<file path="src/rtl/csel_pkg.sv">
package csel_pkg;
    // Default width of one half of the adder
    localparam int DEF_HALF_W = 32;
    // Number of speculative copies of the upper half (carry assumed 0 and 1)
    localparam int SPEC_COPIES = 2;
endpackage

</file>
<file path="src/rtl/csel_ripple.sv">
// Ripple adder over one half: WIDTH bits plus a carry in.
module csel_ripple #(
    parameter int WIDTH = csel_pkg::DEF_HALF_W
) (
    input  logic [WIDTH-1:0] a_in,
    input  logic [WIDTH-1:0] b_in,
    input  logic             c_in,
    output logic [WIDTH-1:0] s_out,
    output logic             c_out
);
    logic [WIDTH-1:0] s_d;
    logic             c_d;

    always_comb begin
        logic chain;
        chain = c_in;
        for (int i = 0; i < WIDTH; i++) begin
            s_d[i] = a_in[i] ^ b_in[i] ^ chain;
            chain  = (a_in[i] & b_in[i]) | (chain & (a_in[i] ^ b_in[i]));
        end
        c_d = chain;
    end

    assign s_out = s_d;
    assign c_out = c_d;
endmodule

</file>
<file path="src/rtl/csel_spec_upper.sv">
// Upper half evaluated once per possible incoming carry value.
module csel_spec_upper #(
    parameter int WIDTH = csel_pkg::DEF_HALF_W
) (
    input  logic [WIDTH-1:0] a_hi,
    input  logic [WIDTH-1:0] b_hi,
    output logic [WIDTH-1:0] spec_s [csel_pkg::SPEC_COPIES],
    output logic             spec_c [csel_pkg::SPEC_COPIES]
);
    for (genvar k = 0; k < csel_pkg::SPEC_COPIES; k++) begin : g_copy
        csel_ripple #(.WIDTH(WIDTH)) u_add (
            .a_in  (a_hi),
            .b_in  (b_hi),
            .c_in  (k[0]),
            .s_out (spec_s[k]),
            .c_out (spec_c[k])
        );
    end
endmodule

</file>
<file path="src/rtl/csel_pick.sv">
// Selection stage: the lower carry picks one speculative result.
module csel_pick #(
    parameter int WIDTH = csel_pkg::DEF_HALF_W
) (
    input  logic             sel,
    input  logic [WIDTH-1:0] s_if0,
    input  logic             c_if0,
    input  logic [WIDTH-1:0] s_if1,
    input  logic             c_if1,
    output logic [WIDTH-1:0] s_out,
    output logic             c_out
);
    always_comb begin
        if (sel) begin
            s_out = s_if1;
            c_out = c_if1;
        end else begin
            s_out = s_if0;
            c_out = c_if0;
        end
    end
endmodule

</file>
<file path="src/rtl/csel_add.sv">
module csel_add #(
    parameter int HALF_W = csel_pkg::DEF_HALF_W,
    localparam int FULL_W = 2 * HALF_W
) (
    input  logic [FULL_W-1:0] opnd_a,
    input  logic [FULL_W-1:0] opnd_b,
    input  logic              carry_in,
    output logic [FULL_W-1:0] sum_out,
    output logic              carry_out
);
    typedef struct packed {
        logic [HALF_W-1:0] hi;
        logic [HALF_W-1:0] lo;
        logic              cout;
    } result_t;

    logic [HALF_W-1:0] lo_sum;
    logic              lo_carry;
    logic [HALF_W-1:0] spec_sum   [csel_pkg::SPEC_COPIES];
    logic              spec_carry [csel_pkg::SPEC_COPIES];
    logic [HALF_W-1:0] hi_pick;
    logic              c_pick;
    result_t           res_d;

    // Lower half takes the external carry
    csel_ripple #(.WIDTH(HALF_W)) u_lo (
        .a_in  (opnd_a[HALF_W-1:0]),
        .b_in  (opnd_b[HALF_W-1:0]),
        .c_in  (carry_in),
        .s_out (lo_sum),
        .c_out (lo_carry)
    );

    // Upper half, both carry assumptions in parallel
    csel_spec_upper #(.WIDTH(HALF_W)) u_hi (
        .a_hi   (opnd_a[FULL_W-1:HALF_W]),
        .b_hi   (opnd_b[FULL_W-1:HALF_W]),
        .spec_s (spec_sum),
        .spec_c (spec_carry)
    );

    csel_pick #(.WIDTH(HALF_W)) u_pick (
        .sel   (lo_carry),
        .s_if0 (spec_sum[0]),
        .c_if0 (spec_carry[0]),
        .s_if1 (spec_sum[1]),
        .c_if1 (spec_carry[1]),
        .s_out (hi_pick),
        .c_out (c_pick)
    );

    always_comb begin
        res_d.lo   = lo_sum;
        res_d.hi   = hi_pick;
        res_d.cout = c_pick;
    end

    assign sum_out   = {res_d.hi, res_d.lo};
    assign carry_out = res_d.cout;
endmodule

</file>
<file path="config.mk">
export PLATFORM = sky130hd
export DESIGN_NAME = csel_add
export DESIGN_NICKNAME = d
export VERILOG_FILES = /design/src/rtl/csel_pkg.sv /design/src/rtl/csel_ripple.sv /design/src/rtl/csel_spec_upper.sv /design/src/rtl/csel_pick.sv /design/src/rtl/csel_add.sv
export SDC_FILE = /design/constraint.sdc
export NUM_CORES = 1
export LEC_CHECK = 0
export BUFFER_PORTS_ARGS = -buffer_cell sky130_fd_sc_hd__buf_2
export CELL_PAD_IN_SITES_DETAIL_PLACEMENT = 2
export CELL_PAD_IN_SITES_GLOBAL_PLACEMENT = 2
export CORE_MARGIN = 1.5
export CORE_UTILIZATION = 16
export DETAILED_ROUTE_END_ITERATION = 8
export PLACE_DENSITY_LB_ADDON = 0.2
export SLEW_MARGIN = 5
export SYNTH_ARGS = -nofsm -noshare
export SYNTH_HDL_FRONTEND = slang
export SYNTH_SLANG_ARGS = --single-unit
</file>
<file path="constraint.sdc">
create_clock -name vclk -period 46.6
set_input_delay 6.99 -clock vclk [all_inputs]
set_output_delay 6.99 -clock vclk [all_outputs]
set_load 0.01 [all_outputs]
</file>
=== After elaboration in Yosys (flattened, before gate mapping) ===
Index checks and enable logic that the tools add are counted.

* Flip-flop bits (word level): 0
* Latch bits: 0
* RAM bits: 0
* ROM bits: 0
* Input bits: 129
* Output and inout port bits: 65
* Word-level logic and storage cells: 414
* Memories kept: 0

* Add/subtract/negate cells: 0
* Multipliers: 0
* Divide/modulo/power cells: 0
* Magnitude comparators: 0
* Equal/unequal tests: 0
* Shift operators: 0
* Multiplexer cells: 2
* Bitwise logic cells: 412
* Reductions and logical operators: 0

{| class="wikitable"
|+ Operator list
! kind !! count
|-
| bitwise AND 1 bit || 158
|-
| XOR 1 bit || 158
|-
| OR 1 bit || 95
|-
| 2-to-1 mux 32 bit || 1
|-
| 2-to-1 mux 1 bit || 1
|-
| inverter 1 bit || 1
|}

=== Longest topological paths before layout ===
* Depth after elaboration: 66
* Gate-level depth with buffers: 70
* Mapped depth without buffers: 70

=== By module ===
A second synthesis with hierarchy kept.

* Cell total of the unflattened synthesis: 165
* Area total of the unflattened synthesis: 2597.5 µm²

{| class="wikitable"
|+ By module, submodules not included
! module !! times used !! cells an instance !! area an instance (µm²) !! sequential area each (µm²)
|-
| csel_ripple || 3 || 42 || 678.2 || 0.0
|-
| csel_pick || 1 || 37 || 555.5 || 0.0
|-
| csel_spec_upper || 1 || 2 || 7.5 || 0.0
|}

=== Worst setup path after synthesis ===
Ideal clock, no wire load.

* Path kind: input port to output port
* Start: input port opnd_a[0]
* End: output port sum_out[63]
* Arrival: 30913 ps
* Path slack: 8697 ps
* Stages on the path: 69
* Path buffers: 0
* Path through: fa_1 > fa_1 > fa_1 > fa_1 > fa_1 > fa_1 > fa_1 > fa_1 > fa_1 > fa_1 > fa_1 > fa_1 > fa_1 > fa_1 > fa_1 > fa_1 > fa_1 > fa_1 > [33 not listed] > inv_1 > fa_1 > fa_1 > fa_1 > fa_1 > fa_1 > fa_1 > fa_1 > fa_1 > fa_1 > fa_1 > fa_1 > fa_1 > fa_1 > fa_1 > inv_1 > fa_1 > inv_1

* Longest elaborated chain between the ends: 66
* Elaborated cells on any way between the ends: 67
* Those cells by class: mux: 1; bitwise: 66

{| class="wikitable"
|+ Ends and longest elaborated chain
! element !! line !! text
|-
| start, declared || csel_add.sv:5 || <nowiki>input logic [FULL_W-1:0] opnd_a,</nowiki>
|-
| XOR 1 bit || csel_ripple.sv:19 || <nowiki>chain = (a_in[i] & b_in[i]) | (chain & (a_in[i] ^ b_in[i]));</nowiki>
|-
| bitwise AND 1 bit || csel_ripple.sv:19 ||
|-
| OR 1 bit * || csel_ripple.sv:19 ||
|-
| bitwise AND 1 bit * || csel_ripple.sv:19 ||
|-
| OR 1 bit * || csel_ripple.sv:19 ||
|-
| bitwise AND 1 bit * || csel_ripple.sv:19 ||
|-
| OR 1 bit * || csel_ripple.sv:19 ||
|-
| bitwise AND 1 bit * || csel_ripple.sv:19 ||
|-
| [50 not listed] || n/a ||
|-
| OR 1 bit * || csel_ripple.sv:19 ||
|-
| bitwise AND 1 bit * || csel_ripple.sv:19 ||
|-
| OR 1 bit * || csel_ripple.sv:19 ||
|-
| bitwise AND 1 bit * || csel_ripple.sv:19 ||
|-
| OR 1 bit * || csel_ripple.sv:19 ||
|-
| bitwise AND 1 bit * || csel_ripple.sv:19 ||
|-
| OR 1 bit * || csel_ripple.sv:19 ||
|-
| 2-to-1 mux 32 bit * || csel_pick.sv:14 || <nowiki>if (sel) begin</nowiki>
|-
| end, declared || csel_add.sv:8 || <nowiki>output logic [FULL_W-1:0] sum_out,</nowiki>
|}

Every way passes the cells marked *; elsewhere a longest branch is shown, timed or not.

=== Worst setup path in the final report ===
Same ends and word-level chain as after synthesis.

==> metrics.txt <==
Final TNS setup=0 ps; M1 WL=around 1.5 mm; first-pass GRT wire length=8.12 mm; Yosys warnings=0; Comb pwr share=100.0%; Final GP Congestion=roughly 0.75; largest net degree at the start of global routing=4; core area=between 8000 and 9000 um2; Synth Area in Compound Gates=less than 1%; Die Wd=roughly 95 um; Final Slew Violations=0; Pint=approximately 0.018 mW; worst ir drop on vdd=~4.3 uV; Final Hold Vio Count=0; slew margin rel.=roughly 85%; Synth-to-Final Area Change=80.8%; RSZ-0062 raised after global routing=no; net switching power=0.0201 mW; placed cell count=between 300 and 400; critical path class=input port to primary output; gr ovfl total=0; ANT cells=0; Post-CTS Hold Buffers=0; power per cell area=about 15 nW/um2; WL/cell=about 14 um; Post-CTS Setup Bufs=0; largest family of logic cells by synthesized area=adder cells; DR pass1 iterations=2; setup violators final=0; port bufs=between 150 and 200; I/O pin count=between 150 and 200; Worst path most repeated cell=fa_1; full die area=a little over 9000 um2; post-CTS sizing=0; Slowest cell on crit path=fa_1; min cycle time layout=39150 ps; num rows=33; fraction of layout instances using a drive strength above 1=between 60% and 70%; antenna violations before repair=0; Clock buffer cells=0; DRC violations left=0; synth top area cells=fa_1 (92%), inv_1 (4.4%), ha_1 (1.8%); Worst Tran Pin Value=about 230 ps; max cap viols=0; Worst setup EP type=primary output; Worst Path Required=39610 ps; Final ANT Viol Nets=0; Synth Area in Simple Gates=less than 1%; Core Util, Final=a little under a third; register area share after synthesis=0%; routed length on met2=~2.6 mm; fin nets=~470; Fmax=about 0.026 GHz; syn avg cell area=approximately 16 um2; Post-Synth XOR/XNOR Area=less than 1%; area leader, netlist=fa_1; top sig layer=met3; top cell type's share of synthesized area=about 92%; vias in the first global route=1722; Max FO, Critical Path=3; Worst Setup Start Kind=input port; HP Class=input port to primary output; outcome=finished, final reports clean; Final Cycle Share=between 80% and 90%; die height=between 90 and 100 um; count leader, synth=fa_1; vias per inst=roughly 3.8; leak pwr=between 1 and 1.5 nW; Detail Route met3 WL=1.30 mm; CP arrival=roughly 32000 ps; Adder-Cell Fraction of Synth Area=approximately 94%; Multi-input gate area=between 1000 and 1500 um2; Syn Nets=~280; Finished Layout Cells=about 380; Mapped Area=1360 um2; Initial Util=16.6%; slowest stage delay, CP=430 ps; clock share of power=0%; First DRT Iteration DRCs=2; share of power burned in registers=0%; FF/Latch Area=0 um2; synth unique cells=6; # fillers=around 1000; detailed placer's ending HPWL=5.60 mm; Commonest cells post-synth=fa_1 (63), inv_1 (16), ha_1 (2); total wire length=between 5 and 6 mm; Syn Inst Count=84; seq_cells=0; Net Sw Frac=about 53%; vias after detailed routing=roughly 1500; post-synthesis mux area share=0%; Tot GR Track Use=roughly 11%
## worst max-delay path, delay by kind of cell
| family | cells | cell delay [ps] |
|---|---|---|
| AOI/OAI and AO/OA | 1 | 130 |
| adders and majority gates | 63 | 24490 |
| buffers and inverters | 7 | 580 |
## per-stage QoR
step | area, um2 | hold slack, ps | worst slack [ps] | total power, mW
final | 2470 | 14330 | 7450 | 0.0377
after global routing | 2470 | 14350 | 6560 | 0.0435
after CTS | 2470 | 14330 | 7200 | 0.0392
after detailed placement | 2470 | 14330 | 7250 | 0.0390
after global placement | 2470 | 14330 | 7580 | 0.0378
after floorplan | 1360 | 14170 | 8700 | 0.0210
## cell usage in the layout (no fill, tap or decap)
cell     count
o21ai_0      1
nand2_1      1
inv_1       16
buf_2      194
xnor2_1      1
fa_1        63
ha_1         2
## worst paths after layout
| check | startpoint | to | slack, ps | cells after the start |
|---|---|---|---|---|
| worst max-delay path | opnd_a[0] | sum_out[63] | 7450 | 71 |
| worst min-delay path | opnd_b[10] | sum_out[10] | 14330 | 3 |
## metal layers
layer,vias to the layer above,track usage (%)
li1,626,-
met4,0,0
met5,-,0
met2,136,20.9
met3,0,7.81
met1,702,11.4
## cells by family (layout without fill, tap and decap cells)
family / after synthesis / in the layout
and+or+nand+nor: 1 / 1
adders and majority gates: 65 / 65
xor gates and xnor gates: 1 / 1
AOI/OAI and AO/OA: 1 / 1
buffers and inverters: 16 / 210
## power by group through the flow
stage | clock network (mW) | logic [mW] | registers [mW]
after floorplan | 0 | 0.0210 | 0
after global placement | 0 | 0.0378 | 0
after detailed placement | 0 | 0.0390 | 0
after CTS | 0 | 0.0392 | 0
after global routing | 0 | 0.0435 | 0
final | 0 | 0.0377 | 0
## final cells by class
| cell class | count | area share (%) |
|---|---|---|
| Tap cell | 105 | 5.33 |
| Timing Repair Buffer | 194 | 39.4 |
| Inverter | 16 | 2.44 |
| Multi-Input combinational cell | 68 | 52.9 |
(Power assumes the default switching activity.)
